<file path="config.mk">
export PLATFORM = sky130hd
export DESIGN_NAME = csr_cell_ctrl
export DESIGN_NICKNAME = d
export VERILOG_FILES = /design/src/rtl/csr_pkg.sv /design/src/rtl/csr_decay_timer.sv /design/src/rtl/csr_level_fsm.sv /design/src/rtl/csr_cell_ctrl.sv
export SDC_FILE = /design/constraint.sdc
export NUM_CORES = 1
export LEC_CHECK = 0
export ABC_CLOCK_PERIOD_IN_PS = 3150
export CORE_ASPECT_RATIO = 0.75
export CORE_MARGIN = 4
export CORE_UTILIZATION = 39
export DETAILED_ROUTE_END_ITERATION = 6
export SLEW_MARGIN = 20
export SYNTH_ARGS = -nofsm -noshare
export SYNTH_HDL_FRONTEND = slang
export SYNTH_HIERARCHICAL = 1
export SYNTH_SLANG_ARGS = --single-unit
</file>
<file path="constraint.sdc">
create_clock -name clk -period 3.15 [get_ports clk]
set_input_delay 0.63 -clock clk [delete_from_list [all_inputs] [get_ports clk]]
set_output_delay 0.63 -clock clk [all_outputs]
set_load 0.005 [all_outputs]
</file>
<file path="src/rtl/csr_pkg.sv">
package csr_pkg;
  typedef enum logic [1:0] {
    ST_IDLE      = 2'd0,
    ST_RAMP_UP   = 2'd1,
    ST_RAMP_DOWN = 2'd2
  } csr_state_e;
endpackage

</file>
<file path="src/rtl/csr_decay_timer.sv">
module csr_decay_timer #(
  parameter int DIV_W = 8
) (
  input  logic             clk,
  input  logic             rst_n,
  input  logic             clr,
  input  logic             run,
  input  logic [DIV_W-1:0] period,
  output logic             step
);
  logic [DIV_W-1:0] cnt_q, cnt_d;
  logic [DIV_W:0]   cnt_inc;
  logic [DIV_W:0]   period_eff;

  assign cnt_inc    = {1'b0, cnt_q} + {{DIV_W{1'b0}}, 1'b1};
  assign period_eff = (period == '0) ? {{DIV_W{1'b0}}, 1'b1} : {1'b0, period};
  assign step       = run && (cnt_inc >= period_eff);

  always_comb begin
    cnt_d = cnt_q;
    if (clr)
      cnt_d = '0;
    else if (run)
      cnt_d = step ? '0 : cnt_inc[DIV_W-1:0];
  end

  always_ff @(posedge clk or negedge rst_n) begin
    if (!rst_n) cnt_q <= '0;
    else        cnt_q <= cnt_d;
  end
endmodule

</file>
<file path="src/rtl/csr_level_fsm.sv">
module csr_level_fsm
  import csr_pkg::*;
#(
  parameter int CNT_W     = 3,
  parameter int MAX_CELLS = 7
) (
  input  logic             clk,
  input  logic             rst_n,
  input  logic             enable,
  input  logic             slip_warn,
  input  logic             overshoot,
  input  logic             step,
  output csr_state_e       state,
  output logic [CNT_W-1:0] count,
  output logic             first_on,
  output logic             drained
);
  localparam logic [CNT_W-1:0] CNT_MAX = CNT_W'(MAX_CELLS);
  localparam logic [CNT_W-1:0] CNT_ONE = CNT_W'(1);

  csr_state_e       state_q, state_d;
  logic [CNT_W-1:0] cnt_q, cnt_d;

  always_comb begin
    state_d  = state_q;
    cnt_d    = cnt_q;
    first_on = 1'b0;
    drained  = 1'b0;
    if (!enable) begin
      state_d = ST_IDLE;
      cnt_d   = '0;
    end else begin
      unique case (state_q)
        ST_IDLE: begin
          if (slip_warn) begin
            state_d  = ST_RAMP_UP;
            cnt_d    = CNT_ONE;
            first_on = 1'b1;
          end
        end
        ST_RAMP_UP: begin
          if (overshoot)
            state_d = ST_RAMP_DOWN;
          else if (slip_warn && (cnt_q < CNT_MAX))
            cnt_d = cnt_q + CNT_ONE;
        end
        ST_RAMP_DOWN: begin
          if (step) begin
            cnt_d = cnt_q - CNT_ONE;
            if (cnt_q == CNT_ONE) begin
              state_d = ST_IDLE;
              drained = 1'b1;
            end
          end
        end
        default: begin
          state_d = ST_IDLE;
          cnt_d   = '0;
        end
      endcase
    end
  end

  always_ff @(posedge clk or negedge rst_n) begin
    if (!rst_n) begin
      state_q <= ST_IDLE;
      cnt_q   <= '0;
    end else begin
      state_q <= state_d;
      cnt_q   <= cnt_d;
    end
  end

  assign state = state_q;
  assign count = cnt_q;
endmodule

</file>
<file path="src/rtl/csr_cell_ctrl.sv">
module csr_cell_ctrl
  import csr_pkg::*;
#(
  parameter int CNT_W     = 3,
  parameter int MAX_CELLS = 7,
  parameter int DIV_W     = 8
) (
  input  logic             clk,
  input  logic             rst_n,
  input  logic             enable,
  input  logic             slip_warn,
  input  logic             tune_up,
  input  logic             overshoot,
  input  logic [DIV_W-1:0] decay_period,
  output logic [CNT_W-1:0] cell_count,
  output logic             cell_source,
  output logic             settled
);
  csr_state_e state;
  logic       step, first_on, drained;
  logic       tmr_clr, tmr_run;
  logic       src_q, src_d, src_en;
  logic       set_q, set_d;

  assign tmr_run = enable && (state == ST_RAMP_DOWN);
  assign tmr_clr = !tmr_run;

  csr_decay_timer #(.DIV_W(DIV_W)) u_timer (
    .clk    (clk),
    .rst_n  (rst_n),
    .clr    (tmr_clr),
    .run    (tmr_run),
    .period (decay_period),
    .step   (step)
  );

  csr_level_fsm #(.CNT_W(CNT_W), .MAX_CELLS(MAX_CELLS)) u_fsm (
    .clk       (clk),
    .rst_n     (rst_n),
    .enable    (enable),
    .slip_warn (slip_warn),
    .overshoot (overshoot),
    .step      (step),
    .state     (state),
    .count     (cell_count),
    .first_on  (first_on),
    .drained   (drained)
  );

  assign src_en = first_on;
  assign src_d  = tune_up;

  always_comb begin
    set_d = set_q;
    if (!enable)
      set_d = 1'b0;
    else if (drained)
      set_d = 1'b1;
    else if (first_on)
      set_d = 1'b0;
  end

  always_ff @(posedge clk or negedge rst_n) begin
    if (!rst_n) begin
      src_q <= 1'b0;
      set_q <= 1'b0;
    end else begin
      if (src_en) src_q <= src_d;
      set_q <= set_d;
    end
  end

  assign cell_source = src_q;
  assign settled     = set_q;
endmodule

</file>
== After elaboration in Yosys (flattened, before gate mapping) ==
Index checks and enable logic that the tools add are counted.
Cells by class
  $lt $le $gt $ge: 2
  eq/ne operators: 10
  reduce and logical (&&, ||, !) cells: 7
  add/sub/neg operators: 3
  mux-type cells: 25
Operators with widths (number)
  two-way mux 8 bit: 3
  two-way mux 3 bit: 5
  two-way mux 1 bit: 10
  two-way mux 2 bit: 5
  adder 8 x 1 -> 9 bit, second input constant: 1
  >= comparator 9 bit: 1
  inequality test 3 x 2 -> 1 bit, second input constant: 3
  inequality test 3 bit, second input constant: 3
  one-hot mux 3 bit (3 select lines): 1
  logical NOT 8 bit: 1
  AND reduction 4 bit: 2
  one-hot mux 2 bit (3 select lines): 1
  adder 3 x 1 -> 3 bit, second input constant: 1
  equality test 3 x 1 -> 1 bit, second input constant: 1
  logical AND 1 bit: 3
  less-than comparator 3 bit, second input constant: 1
  inequality test 3 x 1 -> 1 bit, second input constant: 1
  subtractor 3 x 1 -> 3 bit, second input constant: 1
  equality test 2 x 1 -> 1 bit, second input constant: 1
  equality test 2 bit, second input constant: 1
  logical NOT 2 bit: 1
Storage, ports and cells
  output and inout port bits: 5
  flip-flop bits (word level): 15

== Depth between registers and ports, before layout ==
  word-level depth: 9
  gate-level depth with buffers: 13

== Cells and area by module ==
Netlist, hierarchy kept.
By module, submodules not included
  csr_decay_timer: cells an instance 85, sequential area each 200.2 um^2, area each 762.0 um^2, times used 1
  csr_level_fsm: cells an instance 44, sequential area each 125.1 um^2, area each 440.4 um^2, times used 1
  csr_cell_ctrl: cells an instance 7, sequential area each 50.0 um^2, area each 90.1 um^2, times used 1

== Worst setup path after synthesis ==
OpenSTA, ideal clock, no wires.
  kind: register to register
  start point: register u_timer.cnt_q[0]
  end point: register u_fsm.cnt_q[0] (netlist: u_fsm/count[0])
  setup slack: 443 ps
  required time: 3030 ps
  cell stages (with the launch flop): 13
  path buffers: 0
  setup time: 120 ps
  data arrival time: 2587 ps
  cell sequence: dfrtp_1 ha_1 nand3_2 nor2_2 xor2_1 ha_1 and3_4 a221oi_4 nand3_2 and2_1 nand2_1 nand3_1 a41o_1
On the way
  cells in the longest elaborated chain, start to end: 5
Ends and longest elaborated chain
  from (decl): line csr_decay_timer.sv:11  | logic [DIV_W-1:0] cnt_q, cnt_d;
  from (signal assigned): line csr_decay_timer.sv:29  | else cnt_q <= cnt_d;
  adder 8 x 1 -> 9 bit: line csr_decay_timer.sv:15  | assign cnt_inc = {1'b0, cnt_q} + {{DIV_W{1'b0}}, 1'b1};
  >= comparator 9 bit: line csr_decay_timer.sv:17  | assign step = run && (cnt_inc >= period_eff);
  logical AND 1 bit: line csr_decay_timer.sv:17
  named net step: line csr_cell_ctrl.sv:20  | logic step, first_on, drained;
  inequality test 3 x 2 -> 1 bit (no source line)
  AND reduction 4 bit (no source line)
  to (signal assigned): line csr_level_fsm.sv:70  | cnt_q <= cnt_d;
  to (decl): line csr_level_fsm.sv:22  | logic [CNT_W-1:0] cnt_q, cnt_d;
The timed path passes the listed nets, and every way through them passes these cells.
A chain may end at the register's enable or synchronous reset.

== Worst setup path after layout ==
Same ends and word-level chain as after synthesis.

==> key figures <==
STA
  • Max-slew headroom: 0.541
  • Fin crit period: 2960 ps
  • Layout Skew: 1.56 ps
  • Max Slew Vio Count: 0
  • Fin. Hold Viols: 0
  • Worst-margin pin slew: ~690 ps
  • Final setup TNS: 0 ps
  • Fmax: 0.338 GHz
  • Setup violators final: 0
  • RSZ-0062 raised after global routing: false
  • Fin crit share: 0.940
  • Worst Slack Setup Final: 191 ps

CTS
  • Num Clock Sinks: 15
  • Clock slew at reported path FFs: roughly 60 ps
  • H-tree depth: 1
  • Worst-skew pair later-pin latency: 250 ps
  • CTS tree: yes
  • # hold bufs at CTS: 0
  • Root Buffer: clkbuf_8
  • Num CTS Buffers: 3
  • CTS max path bufs: 2

Logic synthesis
  • Largest family of logic cells by synthesized area: simple AND/OR/NAND/NOR gates
  • Unique cell type count in the Yosys netlist: 45
  • Multiplexer share of the synthesized area: 0.0358
  • Compound-Gate Fraction of Synth Area: 0.197
  • Post-Synth Simple-Gate Area: 0.233
  • Synth area leaders: dfrtp_1 29%, ha_1 12%, inv_1 4.9%
  • EDFF count, synth: 0
  • Mapped Cells: 136
  • XOR/XNOR Fraction of Synth Area: 0.0542
  • Synthesized area: about 1300 µm²
  • Seq/Total Area, Yosys: 0.290
  • Asr flop ratio synth: 1.00
  • Yosys Warn Count: 6
  • #FFs+latches synth: 15
  • Synthesized Nets: between 150 and 200
  • Synth Area in Adders: 0.116
  • Post-synth top area cell: dfrtp_1
  • Synth Flop Type: dfrtp_1
  • Syn_area_per_cell: about 9.5 µm²
  • Share of the synthesized area in the top cell type: 0.290

Power and ir drop
  • Leakage Power: 0.000696 µW
  • Max IR drop VDD: 0.209 mV
  • Flop pwr share: 0.451
  • Switching part of the total: 0.270
  • PwrDens: about 310 nW/µm²
  • P_sw: 130 µW
  • Logic pwr share: 0.220
  • Pint: 352 µW
  • Clock power share: 0.329

Critical path
  • Slowest CP cell: dfrtp_2
  • Reg2reg start: u_timer/cnt_q[0]
  • Crit end category: register
  • Setup crit start kind: register
  • Capturing point of the worst reg2reg path: u_fsm/count[0]
  • Critical path required time: 3340 ps
  • WS Path Type: register to register
  • Max Fanout on Critical Path: 6
  • Setup slack, reg-to-reg: between 150 and 200 ps
  • Crit-path cells: and4_1 > and4_1 > xnor2_1 > ha_1 > and3_4 > a221oi_4 > nand3_2 > and2_1 > nand2_1 > nand3_2 > nor2_1 > a41o_1
  • Path length in cells of the critical path: 12
  • Delay-heaviest family, CP: simple AND/OR/NAND/NOR gates
  • Worst R2R Path Depth: 12
  • Delay of the slowest critical-path stage: 440 ps
  • WP data arrival: 3140 ps
  • Critical path buffer and inverter count: 0

Place
  • DP Area: 1510 µm²
  • Setup WS pre-CTS: 125 ps
  • Placed insts: roughly 190
  • GPL Wtd Cong: 0.907
  • Detail Placement HPWL: 2210 µm
  • Port Buf Inserts: 18

Routing
  • DR WL/cell: 15.0 µm
  • Pre-antenna DRT Iters: 5
  • Antenna Nets Post-Route: 0
  • First DRT Iteration DRCs: between 100 and 150
  • Via Count: 1085
  • Vias/cell: roughly 5.5
  • Post-route DRC: 0
  • Drt total wl: 2940 µm

Min path
  • Worst min path class: register to register
  • Hold path endpoint: cell_source
  • Hold Crit Start: cell_source
  • WHS Path Cells: 1

Global route
  • Largest net degree at the start of global routing: 16
  • Vias in the first global route: between 1000 and 1500
  • GRT overflow: 0
  • Initial antenna violation count: 0
  • First-pass GRT wire length: 4940 µm
  • GRT Overall Usage: 0.150

Final layout
  • Antenna diodes: 0
  • Syn-to-layout area delta: 22.2%
  • Post-Route Utilization: 0.516
  • Share of layout cells above drive strength 1: 0.146
  • Commonest non-fill, non-tap cell in the layout: clkdlybuf4s50_1
  • Final Instance Area: 1580 µm²
  • Final Non-Filler Cells: 196
  • Filler cell count: 293
  • Most frequent cells in the layout: 18 x clkdlybuf4s50_1, 17 x inv_1, 14 x dfrtp_1
  • Net count, final: between 150 and 200

Floorplanning
  • Core box area: 3060 µm²
  • Width of the die: between 70 and 80 µm
  • Core Rows: 17
  • # IOs: 19
  • Die Y: 57.9 µm
  • Starting Density: 0.422
  • Die Area: 4310 µm²

Run status
  • Outcome: completed

Flow run
  • Max-capacitance violation count: 0
flip-flops by register name (all words and copies together), names as in the netlist:
name and cells:
settled 1, cell_source 1, u_fsm/count 3, u_fsm/state 2
u_timer/cnt_q 8
per-layer routing:
metal  vias up  global-route usage  wire [µm]
met3         6              0.0381        168
met2        29               0.213       1250
li1        536                   -          -
met4         0              0.0457         50
met1       514               0.222       1470
met5         -                   0          0
synth_stat cells, types with 2 or more instances:
library cell  count
xor2_1            2
o21ai_0           4
xnor2_1           6
ha_1             12
nand2b_1          6
buf_6             2
o32ai_1           3
a32oi_1           3
nor3b_1           4
nor2b_1           2
nand3_1           6
a21o_1            2
clkbuf_1          2
nand3b_1          3
nand3_2           2
mux2i_1           2
o22ai_1           2
nand2_1           5
nor2_1            8
dfrtp_1          15
a41o_1            2
inv_1            17
and4_1            2
and2b_2           2
a21oi_1           2
power by group through the flow:
stage	Sequential, µW	Clock (µW)	Combinational, µW
global route	220	170	116
CTS	217	162	107
floorplan	215	0	62.1
global placement	219	0	103
detailed placement	221	0	104
finish	218	159	106
logic make-up (layout without fill, tap and decap cells):
group	count (synthesis)	in the layout
AO/OA/AOI/OAI	27	27
XOR/XNOR	8	8
adder cells (fa/ha/maj)	12	12
buffers and inverters	21	43
flip-flops	15	15
multiplexers	4	4
AND/OR/NAND/NOR	49	49
area by class of cell:
class	instances	area (µm²)	area share
clock buffers	4	45.0	0.0285
multi-input cells	100	836	0.529
inverters	17	63.8	0.0404
repair buffers	22	210	0.133
flip-flops and latches	15	377	0.239
well taps	38	47.5	0.0301
worst max-delay path by stage:
| stage | startpoint | end |
|---|---|---|
| detailed placement | decay_period[4] | u_fsm/count[0] |
| finish | u_timer/cnt_q[0] | u_fsm/count[0] |
| global route | u_timer/cnt_q[0] | u_fsm/count[0] |
| global placement | decay_period[7] | u_fsm/count[0] |
| floorplan | u_timer/cnt_q[0] | u_fsm/count[0] |
| CTS | u_timer/cnt_q[0] | u_fsm/count[0] |
per-stage QoR:
| stage | total power (µW) | hold WS, ps |
|---|---|---|
| floorplan | 278 | 334 |
| global placement | 322 | 498 |
| detailed placement | 325 | 506 |
| CTS | 486 | 528 |
| global route | 506 | 550 |
| finish | 482 | 525 |
worst register-to-register path: cells and delay by family (launching register included):
kind                     cells  cell delay [ps]
AND/OR/NAND/NOR              8             1430
AO/OA/AOI/OAI                2              500
flip-flops                   1              440
adder cells (fa/ha/maj)      1              310
XOR/XNOR                     1              210
what timing repair did:
| action | CTS | global route |
|---|---|---|
| resized for setup | 0 | 4 |
| buffers inserted | 0 | 1 |
| setup endpoints to repair | 0 | 2 |
Note: power is estimated with default switching activity, not from simulation.
